<file path="src/rtl/vprc_pkg.sv">
package vprc_pkg;

  // Strobes from the address decoder to the VP datapath.
  typedef struct packed {
    logic accept;    // any request taken this cycle
    logic runWr;     // write to a run register (either window)
    logic stopWr;    // write to a stop register (either window)
    logic statusRd;  // read of a status register (either window)
  } vprcStrobe_t;

  // Mask of valid VP bits for a given VP count.
  function automatic logic [63:0] vpValidMask(input int unsigned numVp);
    logic [63:0] m;
    m = '0;
    for (int unsigned i = 0; i < 64; i++) begin
      if (i < numVp) m[i] = 1'b1;
    end
    return m;
  endfunction

endpackage

</file>
<file path="src/rtl/vprc_decode.sv">
module vprc_decode
  import vprc_pkg::*;
#(
  parameter int unsigned     ADDR_W     = 12,
  parameter logic [11:0]     LOCAL_BASE = 12'h000,
  parameter logic [11:0]     OTHER_BASE = 12'h100,
  parameter logic [11:0]     RUN_OFS    = 12'h000,
  parameter logic [11:0]     STOP_OFS   = 12'h008,
  parameter logic [11:0]     STAT_OFS   = 12'h010
) (
  input  logic              reqValid,
  input  logic              reqWrite,
  input  logic [ADDR_W-1:0] reqAddr,
  output vprcStrobe_t       strobe
);

  localparam int unsigned NUM_WIN = 2;

  logic [NUM_WIN-1:0] runHit;
  logic [NUM_WIN-1:0] stopHit;
  logic [NUM_WIN-1:0] statHit;

  // One comparator set per aliased window.
  for (genvar w = 0; w < NUM_WIN; w++) begin : gWin
    localparam logic [11:0] wBase = (w == 0) ? LOCAL_BASE : OTHER_BASE;
    localparam logic [ADDR_W-1:0] aRun  = ADDR_W'(wBase + RUN_OFS);
    localparam logic [ADDR_W-1:0] aStop = ADDR_W'(wBase + STOP_OFS);
    localparam logic [ADDR_W-1:0] aStat = ADDR_W'(wBase + STAT_OFS);
    assign runHit[w]  = (reqAddr == aRun);
    assign stopHit[w] = (reqAddr == aStop);
    assign statHit[w] = (reqAddr == aStat);
  end

  always_comb begin
    strobe          = '0;
    strobe.accept   = reqValid;
    strobe.runWr    = reqValid &  reqWrite & (|runHit);
    strobe.stopWr   = reqValid &  reqWrite & (|stopHit);
    strobe.statusRd = reqValid & ~reqWrite & (|statHit);
  end

endmodule

</file>
<file path="src/rtl/vprc_datapath.sv">
module vprc_datapath
  import vprc_pkg::*;
#(
  parameter int unsigned NUM_VP    = 1,
  parameter logic [63:0] BOOT_MASK = 64'h1
) (
  input  logic              clk,
  input  logic              rstN,
  input  vprcStrobe_t       strobe,
  input  logic [63:0]       reqWdata,
  input  logic [NUM_VP-1:0] vpResetAck,
  output logic [NUM_VP-1:0] vpResetReq,
  output logic [NUM_VP-1:0] vpHaltReq,
  output logic [NUM_VP-1:0] runningMask,
  output logic [NUM_VP-1:0] pendingMask,
  output logic              rspValid,
  output logic [63:0]       rspRdata
);

  localparam logic [63:0] VALID = vpValidMask(NUM_VP);

  logic              bootArm;
  logic [63:0]       maskedData;
  logic [NUM_VP-1:0] runSel;
  logic [NUM_VP-1:0] stopSel;
  logic [63:0]       statusWord;

  assign maskedData = reqWdata & VALID;

  always_comb begin
    runSel  = '0;
    stopSel = '0;
    if (strobe.runWr)  runSel  = maskedData[NUM_VP-1:0];
    if (bootArm)       runSel  = runSel | BOOT_MASK[NUM_VP-1:0];
    if (strobe.stopWr) stopSel = maskedData[NUM_VP-1:0];
  end

  // Boot policy fires once, in the first cycle out of reset.
  always_ff @(posedge clk) begin
    if (!rstN) bootArm <= 1'b1;
    else       bootArm <= 1'b0;
  end

  // Per-VP start/stop state.
  for (genvar i = 0; i < NUM_VP; i++) begin : gVp
    logic startNow;
    logic stopRun;
    logic ackTaken;

    assign startNow = runSel[i] & ~stopSel[i] & ~runningMask[i] & ~pendingMask[i];
    assign stopRun  = stopSel[i] & runningMask[i];
    assign ackTaken = pendingMask[i] & vpResetAck[i] & ~stopSel[i];

    always_ff @(posedge clk) begin
      if (!rstN) begin
        runningMask[i] <= 1'b0;
        pendingMask[i] <= 1'b0;
        vpResetReq[i]  <= 1'b0;
        vpHaltReq[i]   <= 1'b0;
      end else begin
        vpResetReq[i]  <= startNow;
        vpHaltReq[i]   <= stopRun;
        pendingMask[i] <= startNow | (pendingMask[i] & ~vpResetAck[i] & ~stopSel[i]);
        runningMask[i] <= (runningMask[i] & ~stopSel[i]) | ackTaken;
      end
    end
  end

  always_comb begin
    statusWord = '0;
    statusWord[NUM_VP-1:0] = runningMask;
  end

  // Registered response path.
  always_ff @(posedge clk) begin
    if (!rstN) begin
      rspValid <= 1'b0;
      rspRdata <= '0;
    end else begin
      rspValid <= strobe.accept;
      rspRdata <= strobe.statusRd ? statusWord : 64'd0;
    end
  end

endmodule

</file>
<file path="src/rtl/vpRunCtl.sv">
module vpRunCtl
  import vprc_pkg::*;
#(
  parameter int unsigned NUM_VP     = 1,
  parameter logic [63:0] BOOT_MASK  = 64'h1,
  parameter int unsigned ADDR_W     = 12,
  parameter logic [11:0] LOCAL_BASE = 12'h000,
  parameter logic [11:0] OTHER_BASE = 12'h100
) (
  input  logic              clk,
  input  logic              rstN,
  input  logic              reqValid,
  output logic              reqReady,
  input  logic              reqWrite,
  input  logic [ADDR_W-1:0] reqAddr,
  input  logic [63:0]       reqWdata,
  output logic              rspValid,
  output logic [63:0]       rspRdata,
  output logic [NUM_VP-1:0] vpResetReq,
  input  logic [NUM_VP-1:0] vpResetAck,
  output logic [NUM_VP-1:0] vpHaltReq
);

  localparam logic [63:0] VALID = vpValidMask(NUM_VP);

  if ((BOOT_MASK & ~VALID) != 64'd0) begin : gBadBoot
    $error("vpRunCtl: BOOT_MASK names VPs beyond NUM_VP");
  end

  vprcStrobe_t       strobe;
  logic [NUM_VP-1:0] runningMask;
  logic [NUM_VP-1:0] pendingMask;

  assign reqReady = 1'b1;

  vprc_decode #(
    .ADDR_W    (ADDR_W),
    .LOCAL_BASE(LOCAL_BASE),
    .OTHER_BASE(OTHER_BASE),
    .RUN_OFS   (12'h000),
    .STOP_OFS  (12'h008),
    .STAT_OFS  (12'h010)
  ) decode_i (
    .reqValid(reqValid),
    .reqWrite(reqWrite),
    .reqAddr (reqAddr),
    .strobe  (strobe)
  );

  vprc_datapath #(
    .NUM_VP   (NUM_VP),
    .BOOT_MASK(BOOT_MASK)
  ) dp_i (
    .clk        (clk),
    .rstN       (rstN),
    .strobe     (strobe),
    .reqWdata   (reqWdata),
    .vpResetAck (vpResetAck),
    .vpResetReq (vpResetReq),
    .vpHaltReq  (vpHaltReq),
    .runningMask(runningMask),
    .pendingMask(pendingMask),
    .rspValid   (rspValid),
    .rspRdata   (rspRdata)
  );

endmodule

</file>
<file path="config.mk">
export PLATFORM = sky130hd
export DESIGN_NAME = vpRunCtl
export DESIGN_NICKNAME = d
export VERILOG_FILES = /design/src/rtl/vprc_pkg.sv /design/src/rtl/vprc_decode.sv /design/src/rtl/vprc_datapath.sv /design/src/rtl/vpRunCtl.sv
export SDC_FILE = /design/constraint.sdc
export NUM_CORES = 1
export LEC_CHECK = 0
export BUFFER_PORTS_ARGS = -buffer_cell sky130_fd_sc_hd__buf_2
export CORE_AREA = 2 2 57 59
export CTS_CLUSTER_DIAMETER = 40
export CTS_CLUSTER_SIZE = 40
export DETAILED_ROUTE_END_ITERATION = 6
export DIE_AREA = 0 0 59 61
export PLACE_DENSITY = 0.84
export SLEW_MARGIN = 10
export SYNTH_ARGS = -nofsm -noshare
export SYNTH_HDL_FRONTEND = slang
export SYNTH_SLANG_ARGS = --single-unit
</file>
<file path="constraint.sdc">
create_clock -name clk -period 4.1 [get_ports clk]
set_input_delay 0.615 -clock clk [delete_from_list [all_inputs] [get_ports clk]]
set_output_delay 0.615 -clock clk [all_outputs]
set_load 0.02 [all_outputs]
</file>
==> results of run 1 <==
## synth_stat cells, types with 2 or more instances
| cell type | n | area, sq um |
|---|---|---|
| buf_4 | 64 | 480 |
| conb_1 | 2 | 7.51 |
| dfxtp_1 | 7 | 140 |
| inv_1 | 2 | 7.51 |
| nor2_1 | 3 | 11.3 |
| or4_1 | 2 | 15.0 |
## kinds of logic after synthesis
| family | share of synthesized area (%) |
|---|---|
| other | 0.968 |
| and+or+nand+nor | 11.9 |
| muxes | 1.45 |
| AOI/OAI and AO/OA | 4.68 |
| buffers and inverters | 62.9 |
| DFF | 18.1 |
## final cells by class
class	instances	area (sq um)	share of cell area [%]
flip-flops and latches	7	140	20.1
well taps	33	41.3	5.94
clock buffers	4	26.3	3.78
repair buffers	20	100	14.4
multi-input cells	82	380	54.7
inverters	2	7.51	1.08
## layer usage
| metal | up-vias | wire length, um | GRT usage, % |
|---|---|---|---|
| li1 | 216 | - | - |
| met1 | 196 | 274 | 3.19 |
| met2 | 87 | 413 | 10.3 |
| met3 | 2 | 281 | 0.640 |
| met4 | 0 | 8 | 4.87 |
| met5 | - | 0 | 0 |
## worst max path at each step
stage,slack (ns),start,endpoint
after global routing,2.03,reqAddr[5],dp_i.vpResetReq
after detailed placement,1.83,reqAddr[11],dp_i.vpResetReq
after global placement,1.83,reqAddr[11],dp_i.vpResetReq
final,2.09,reqAddr[5],dp_i.vpResetReq
after CTS,2.10,reqAddr[11],dp_i.vpResetReq
after floorplan,2.00,reqAddr[11],dp_i.vpResetReq
## flip-flops by register name, summed over array words and instances (netlist names)
name and cells:
dp_i.rspValid 1, dp_i.pendingMask 1, dp_i.rspRdata 1, dp_i.vpHaltReq 1
dp_i.bootArm 1, dp_i.runningMask 1, dp_i.vpResetReq 1
## per-stage QoR
stage / utilization, % / cell area (sq um)
2_1_floorplan: - / 1010
3_3_place_gp: 22.7 / 669
3_5_place_dp: 22.7 / 669
4_1_cts: 23.6 / 696
5_1_grt: 23.6 / 696
6_report: 23.6 / 696
## worst reg2reg max path: cells and delay by family (launching register included)
family,cells,cell delay (ns)
simple gates,3,0.72
flops,1,0.39
## power groups by stage
stage,registers [mW],logic [mW],clock network (mW)
detailed placement,0.0753,0.0697,0
global placement,0.0751,0.0693,0
floorplan,0.0765,0.105,0
global route,0.0743,0.0776,0.0645
CTS,0.0739,0.0701,0.0632
finish,0.0740,0.0714,0.0617
==> flow_metrics.tcl, run 1 <==
set metrics [dict create \
    yosysWarnings 0 \
    avgSynthCellArea_sq_um 8.34 \
    first_iter_violations 56 \
    internal-power_mw 0.120 \
    cts_max_level 1 \
    grtUsageTotal_pct 4.78 \
    timing.rr.end "dp_i.rspRdata[0]" \
    cpPeakStageDelay_ns 0.57 \
    p_seq_share_pct 35.7 \
    layout_commonest_cell "conb_1" \
    syn_inst 93 \
    pwr-share-comb_pct 34.5 \
    power_frac_clock_pct 29.8 \
    route.vias.total 501 \
    hp-start "dp_i.bootArm" \
    via_per_inst 3.39 \
    first_pass_iters 4 \
    ioPinCount 149 \
    worst_path_max_delay_cell "or4_1" \
    nNetsFinal 197 \
    antenna_found_initial 0 \
    cts_root_buffer "clkbuf_4" \
    max_slew_margin_pct 56.5 \
    area_growth_pct -10.3 \
    wire_per_inst_um 6.61 \
    dp_hpwl_um 815 \
    cp.required_ns 4.25 \
    gp_congestion 0.720 \
    cp_cell_sequence "buf_2 > or4_1 > or4_4 > a2111oi_2" \
    final_cell_mix "conb_1, buf_2, dfxtp_1, nor2_1, clkbuf_4" \
    p_per_area_mw_per_mm2 298 \
    p_leak_nw 0.405 \
    drv_slew 0 \
    holdPathEnd "dp_i.vpResetReq" \
    n_antenna_cell 0 \
    ctsHoldBuffers 0 \
    ys_async_sr_fraction_pct 0 \
    cts_buffers 3 \
    ir_drop_v 0.0000518 \
    netlist-cell-type-count 19 \
    cp.depth 4 \
    critPathLaunchType "primary input" \
    critPathBufInv 1 \
    n_fill_cell 303 \
    max-clock-path-buffers 2 \
    die_y_um 61 \
    tns_ns 0 \
    worstHoldPathCells 2 \
    drive_gt1_share_pct 23.5 \
    fin_crit_ns 2.01 \
    portBuffers 20 \
    final_cells 148 \
    grt_max_degree 5 \
    synthFlopType "dfxtp_1" \
    setup-violations-final 0 \
    cp_data_arrival_time_ns 2.15 \
    fin_skew_ns 0.00134 \
    hold_path.class "reg -> reg" \
    finalPower_mw 0.207 \
    pre_cts_ws_ns 1.83 \
    path_clk_slew_ns 0.05 \
    synth_edf_count 0 \
    grt_first_pass_wirelength_mm 1.24 \
    initial_core_util_pct 26.3 \
    grt_overflow 0 \
    ant_nets 0 \
    crit-reg2reg-launch "dp_i.runningMask" \
    end_kind "register" \
    reg2reg_depth 3 \
    core-area_sq_mm 0.00295 \
    swShare_pct 42.3 \
    grt_pass1_vias 330 \
    period_share_pct 48.9 \
    route.detailed.drc 0 \
    report.final.hold_viol_count 0 \
    synth_seq_cells 7 \
    switching_power_mw 0.0876 \
    netlist_area_sq_um 776 \
    r2r_slack_ns 2.90 \
    wl_um 978 \
    worst_hold_slack_ns 0.491 \
    path_max_fanout 3 \
    status "completed" \
    cts_resized 0 \
    setup_slack_ns 2.09 \
    tightestPinTransition_ns 0.645 \
    critical_path_class "in -> reg" \
    rsz0062_at_grt "false" \
    cap_viol_max_count 0 \
    die_area_sq_mm 0.00360 \
    yosysSeqAreaShare_pct 18.1 \
    place_inst 144 \
    dieWidth_um 59 \
    fmax_ghz 0.498 \
    cts_tree "built" \
    rows 20 \
    post_cts_buffers 0 \
    cts_sinks 7 \
    cpLargestDelayFamily "simple AND/OR/NAND/NOR gates" \
    insertion_delay_ns 0.25 \
]
Note: power is estimated with default switching activity, not from simulation.
==> inputs of run 2 (changes only) <==
--- a/config.mk
+++ b/config.mk
@@ -5,13 +5,13 @@
 export SDC_FILE = /design/constraint.sdc
 export NUM_CORES = 1
 export LEC_CHECK = 0
+export ABC_AREA = 1
 export BUFFER_PORTS_ARGS = -buffer_cell sky130_fd_sc_hd__buf_2
-export CORE_AREA = 2 2 57 59
+export CORE_UTILIZATION = 26
 export CTS_CLUSTER_DIAMETER = 40
 export CTS_CLUSTER_SIZE = 40
 export DETAILED_ROUTE_END_ITERATION = 6
-export DIE_AREA = 0 0 59 61
-export PLACE_DENSITY = 0.84
+export PLACE_DENSITY = 0.82
 export SLEW_MARGIN = 10
 export SYNTH_ARGS = -nofsm -noshare
 export SYNTH_HDL_FRONTEND = slang
==> constraint.sdc (replaced) <==
create_clock -name clk -period 2 [get_ports clk]
set_input_delay 0.3 -clock clk [delete_from_list [all_inputs] [get_ports clk]]
set_output_delay 0.3 -clock clk [all_outputs]
set_load 0.02 [all_outputs]
==> run 2 against run 1 <==
Net effect:
- the flow now finishes with violations (DRC)
- synthesized cell count up 22%
- non-clock buffer count unchanged
- via count up 9.8%
- combinational power up 110%
- synthesized area up 5.5%
- power up 110%
- global-route usage up 0.65 points
- utilization up 2.5 points
- clock power up 120%
- wire length up 7.3%
- worst hold slack worse by 0.20 ns
- largest power group is now combinational logic
==> flow_metrics.tcl, run 2 <==
set metrics [dict create \
    path_clk_slew_ns 0.05 \
    synth_common_cells "buf_4, inv_1, nand2_1, dfxtp_1, nor2_1" \
    pre_cts_ws_ns 0.877 \
    switching_power_mw 0.192 \
    initial_core_util_pct 28.4 \
    wire_per_inst_um 5.93 \
    cts_resized 0 \
    ioPinCount 149 \
    pwr-share-comb_pct 34.9 \
    setup_slack_ns 0.987 \
    post_cts_buffers 0 \
    netlist_area_sq_um 818 \
    period_share_pct 50.6 \
    rsz0062_at_grt "false" \
    yosysMostFrequentCell "buf_4" \
    ctsHoldBuffers 0 \
    synthTopCellsByArea "buf_4, dfxtp_1, inv_1" \
    critPathLaunchType "register" \
    cap_viol_max_count 0 \
    area_growth_pct -8.41 \
    fmax_ghz 0.987 \
    setup-violations-final 0 \
    yosysSeqAreaShare_pct 17.1 \
    report.final.hold_viol_count 0 \
    netlist-cell-type-count 16 \
    gp_congestion 0.757 \
    status "complete, but fails checks" \
    fin_skew_ns 0.000981 \
    internal-power_mw 0.244 \
    core-area_sq_mm 0.00288 \
    syn_inst 113 \
    cts_tree "built" \
    insertion_delay_ns 0.26 \
    p_per_area_mw_per_mm2 581 \
    cpLargestDelayFamily "flip-flops" \
    synthFlopType "dfxtp_1" \
    route.vias.total 550 \
    place_inst 173 \
    n_fill_cell 313 \
    nNetsFinal 217 \
    synth_top_cell_area_share_pct 58.7 \
    synth_seq_cells 7 \
    tns_ns 0 \
    layout_commonest_cell "conb_1" \
    final_cell_mix "conb_1, buf_2, inv_1, nand2_1, dfxtp_1" \
    p_leak_nw 0.463 \
    end_kind "primary output" \
    drv_slew 0 \
    fin_crit_ns 1.01 \
    critPathBufInv 1 \
    first_iter_violations 16 \
    wl_mm 1.05 \
    n_antenna_cell 0 \
    critical_path_class "reg -> out" \
    avgSynthCellArea_sq_um 7.24 \
    grt_max_degree 5 \
    ir_drop_v 0.000110 \
    finalPower_mw 0.436 \
    cp.required_ns 1.70 \
    synth_edf_count 0 \
    p_seq_share_pct 34.3 \
    multi_input_area_sq_um 393 \
    first_pass_iters 6 \
    power_frac_clock_pct 30.8 \
    grt_first_pass_wirelength_mm 1.28 \
    die_y_um 58.1 \
    max-clock-path-buffers 2 \
    antenna_found_initial 0 \
    grt_pass1_vias 334 \
    rows 19 \
    route.detailed.drc 1 \
    violations "DRC" \
    die_area_sq_mm 0.00338 \
    worst_path_max_delay_cell "dfxtp_1" \
    cts_sinks 7 \
    drive_gt1_share_pct 21.5 \
    ys_async_sr_fraction_pct 0 \
    dieWidth_um 58.1 \
    synth_area_leader_cell "buf_4" \
    yosysWarnings 0 \
    grtUsageTotal_pct 5.43 \
    grt_overflow 0 \
    final_cells 177 \
    register_area_sq_um 140 \
    via_per_inst 3.11 \
    cts_buffers 3 \
    hold_path.class "in -> reg" \
    swShare_pct 44.0 \
    cp_cell_sequence "buf_2" \
    cts_max_level 1 \
    path_max_fanout 1 \
    portBuffers 20 \
    cp_data_arrival_time_ns 0.71 \
    cts_root_buffer "clkbuf_4" \
    ant_nets 0 \
    cpPeakStageDelay_ns 0.30 \
]
-- run 2: path summary, 6_finish.rpt --
| check | from | endpoint | slack (ns) | depth (start not counted) |
|---|---|---|---|---|
| hold / removal | rstN | dp_i.rspValid | 0.29 | 3 |
| setup / recovery | dp_i.rspValid | rspValid | 0.99 | 1 |
| hold reg to reg | dp_i.pendingMask | dp_i.pendingMask | 0.50 | 2 |
| setup reg to reg | dp_i.runningMask | dp_i.rspRdata[0] | 1.14 | 4 |
-- run 2: logic make-up (layout without fill, tap and decap cells) --
family / after synthesis / count (layout) / share of synthesized area (%)
buffers and inverters: 74 / 34 / 63.3
and+or+nand+nor: 29 / 29 / 18.0
DFF: 7 / 7 / 17.1
other: 2 / 64 / 0.918
AOI/OAI and AO/OA: 1 / 1 / 0.611
-- run 2: final cells by class --
type | count | area share (%)
clock buffer | 4 | 3.51
inverter | 10 | 5.01
multi-input combinational | 94 | 52.4
sequential | 7 | 18.7
tap | 42 | 7.01
timing repair buffer | 20 | 13.4
-- run 2: layer usage --
metal  global-route usage (%)  share of wire [%]  up-vias
met4                     6.12                1.9        0
met1                     4.04                 31      221
met3                     1.34                 19        2
met5                        0                  0        -
li1                         -                  -      256
met2                     10.3                 48       71
-- run 2: power groups by stage --
stage	logic [mW]	clock network, mW	registers, mW
floorplan	0.218	0	0.155
global placement	0.149	0	0.152
detailed placement	0.150	0	0.153
CTS	0.151	0.137	0.150
global route	0.164	0.140	0.150
finish	0.152	0.134	0.149
-- run 2: worst register-to-register path: cells and delay by family (launching register included) --
kind	cells	cell delay [ns]
and+or+nand+nor	3	0.37
DFF	1	0.34
buffers and inverters	1	0.08
-- run 2: through the flow --
step / cell area [sq um] / hold WS [ns] / utilization [%]
CTS: 749 / 0.295 / 26.1
global placement: 723 / 0.485 / 25.1
global route: 749 / 0.318 / 26.1
detailed placement: 723 / 0.495 / 25.1
floorplan: 1050 / 0.411 / -
finish: 749 / 0.292 / 26.1
==> inputs of run 3 (changes only) <==
--- a/config.mk
+++ b/config.mk
@@ -5,13 +5,13 @@
 export SDC_FILE = /design/constraint.sdc
 export NUM_CORES = 1
 export LEC_CHECK = 0
-export ABC_AREA = 1
+export ABC_AREA = 0
 export BUFFER_PORTS_ARGS = -buffer_cell sky130_fd_sc_hd__buf_2
-export CORE_UTILIZATION = 26
+export CORE_UTILIZATION = 23
 export CTS_CLUSTER_DIAMETER = 40
 export CTS_CLUSTER_SIZE = 40
 export DETAILED_ROUTE_END_ITERATION = 6
-export PLACE_DENSITY = 0.82
+export PLACE_DENSITY = 0.79
 export SLEW_MARGIN = 10
 export SYNTH_ARGS = -nofsm -noshare
 export SYNTH_HDL_FRONTEND = slang
==> constraint.sdc (replaced) <==
create_clock -name clk -period 0.89 [get_ports clk]
set_input_delay 0.1335 -clock clk [delete_from_list [all_inputs] [get_ports clk]]
set_output_delay 0.1335 -clock clk [all_outputs]
set_load 0.02 [all_outputs]
==> run 3 against run 2 <==
Net effect:
- critical path type is now in -> reg
- cell count decreased by 6.2%
- flip-flop and latch count unchanged
- non-clock buffer count increased by 7
- critical path depth increased by 3
- design area increased by 8.5%
- via count decreased by 9.5%
- the run ends with setup timing left
- sequential power increased by 130%
- clock power increased by 100%
- critical endpoint is now dp_i.vpResetReq
- combinational power increased by 150%
- power increased by 130%
==> flow_metrics.tcl, run 3 (synthesized netlist as in run 1, its figures left out) <==
set metrics [dict create \
    path_clk_slew_ns 0.05 \
    rsz0062_at_grt "true" \
    setup_slack_ns -0.555 \
    antenna_found_initial 0 \
    first_iter_violations 2 \
    gr-usage-met3_pct 1.52 \
    final_cells 166 \
    cp_data_arrival_time_ns 1.58 \
    r2r_slack_ns -0.36 \
    cap_viol_max_count 0 \
    hold_path.class "in -> reg" \
    busiest_layer "met2" \
    internal-power_mw 0.580 \
    cts_buffers 3 \
    die_area_sq_mm 0.00361 \
    wl_mm 1.05 \
    fin_crit_ns 1.45 \
    ctsHoldBuffers 0 \
    via_per_inst 3.00 \
    period_share_pct 162 \
    die_y_um 60.1 \
    fmax_ghz 0.692 \
    grt_first_pass_wirelength_mm 1.50 \
    tns_ns -2.15 \
    dp_hpwl_um 899 \
    nNetsFinal 204 \
    critPathLaunchType "primary input" \
    cp.required_ns 1.03 \
    setup-violations-final 5 \
    wire_per_inst_um 6.33 \
    cts_root_buffer "clkbuf_4" \
    grtUsageTotal_pct 5.79 \
    drive_gt1_share_pct 32.0 \
    route.vias.total 498 \
    power_frac_clock_pct 27.8 \
    pwr-share-comb_pct 38.2 \
    critical_path_class "in -> reg" \
    p_leak_nw 0.455 \
    grt_max_degree 5 \
    place_inst 161 \
    drv_slew 0 \
    n_antenna_cell 0 \
    path_max_fanout 3 \
    max-clock-path-buffers 2 \
    route.detailed.drc 0 \
    switching_power_mw 0.407 \
    post-route-util_pct 26.0 \
    report.final.hold_viol_count 0 \
    cts_tree "built" \
    area_growth_pct 4.84 \
    ant_nets 0 \
    ioPinCount 149 \
    grt_pass1_vias 364 \
    gp_congestion 0.769 \
    layout_commonest_cell "conb_1" \
    rows 20 \
    fin_skew_ns 0.00438 \
    grt_overflow 0 \
    finalPower_mw 0.988 \
    first_pass_iters 2 \
    status "complete, but fails checks" \
    swShare_pct 41.2 \
    violations "setup timing" \
    final_cell_mix "conb_1, buf_2, dfxtp_1, buf_4" \
    use_met1_pct 5.69 \
    p_per_area_mw_per_mm2 1210 \
    core-area_sq_mm 0.00313 \
    portBuffers 20 \
    end_kind "register" \
    dieWidth_um 60.1 \
    grtUsageMet2_pct 9.52 \
    cts_sinks 7 \
    p_seq_share_pct 34.0 \
    cts_max_level 1 \
    ir_drop_v 0.000236 \
    insertion_delay_ns 0.24 \
    initial_core_util_pct 24.8 \
]
[run 3: changes by cell type in the layout (fill, tap and decap cells not counted), moves of 3 or more]
cell and change:
or4_4 +3, nor2_1 -4, buf_4 +7, nand3_1 -3
inv_1 -8, nand2_1 -8
[run 3: path summary, 6_finish.rpt]
path	from	endpoint	cells after the start
setup / recovery	reqAddr[9]	dp_i.vpResetReq	4
hold / removal	reqAddr[3]	dp_i.rspRdata[0]	2
setup reg to reg	dp_i.runningMask	dp_i.rspRdata[0]	3
hold reg to reg	dp_i.bootArm	dp_i.vpResetReq	2
[run 3: worst max-delay path, stage by stage]
cell       delay [ns]
buf_6            0.09
or4_4            0.54
or4_4            0.52
a2111oi_4        0.30
[run 3: what timing repair did]
action / in CTS / in global routing
buffers inserted: 1 / 0
resized for setup: 5 / 2
pin swaps: 4 / 2
setup endpoints to repair: 5 / 5
[run 3: power groups by stage]
| stage | clock, mW | sequential, mW | combinational [mW] |
|---|---|---|---|
| 3_5_place_dp | 0 | 0.342 | 0.353 |
| 3_3_place_gp | 0 | 0.342 | 0.353 |
| 6_report | 0.274 | 0.336 | 0.377 |
| 2_1_floorplan | 0 | 0.352 | 0.484 |
| 5_1_grt | 0.300 | 0.338 | 0.409 |
| 4_1_cts | 0.290 | 0.336 | 0.369 |
[run 3: per-stage QoR]
stage               hold slack, ns  worst slack (ns)  instance area (sq um)
floorplan                    0.190            -0.638                   1010
global placement             0.320            -0.758                    732
detailed placement           0.326            -0.846                    732
CTS                         0.0701            -0.558                    802
global route                 0.101            -0.586                    813
finish                       0.104            -0.555                    813
[run 3: layer usage]
| layer | share of wire [%] | routed length (um) |
|---|---|---|
| met3 | 17 | 182 |
| met1 | 32 | 331 |
| met5 | 0 | 0 |
| met4 | 3.3 | 35 |
| met2 | 48 | 502 |
[run 3: final cells by class]
class	instances	area (sq um)
flip-flops and latches	7	140
well taps	44	55.1
multi-input cells	82	425
clock buffers	4	26.3
inverters	2	7.51
repair buffers	27	159
fillers	351	2310
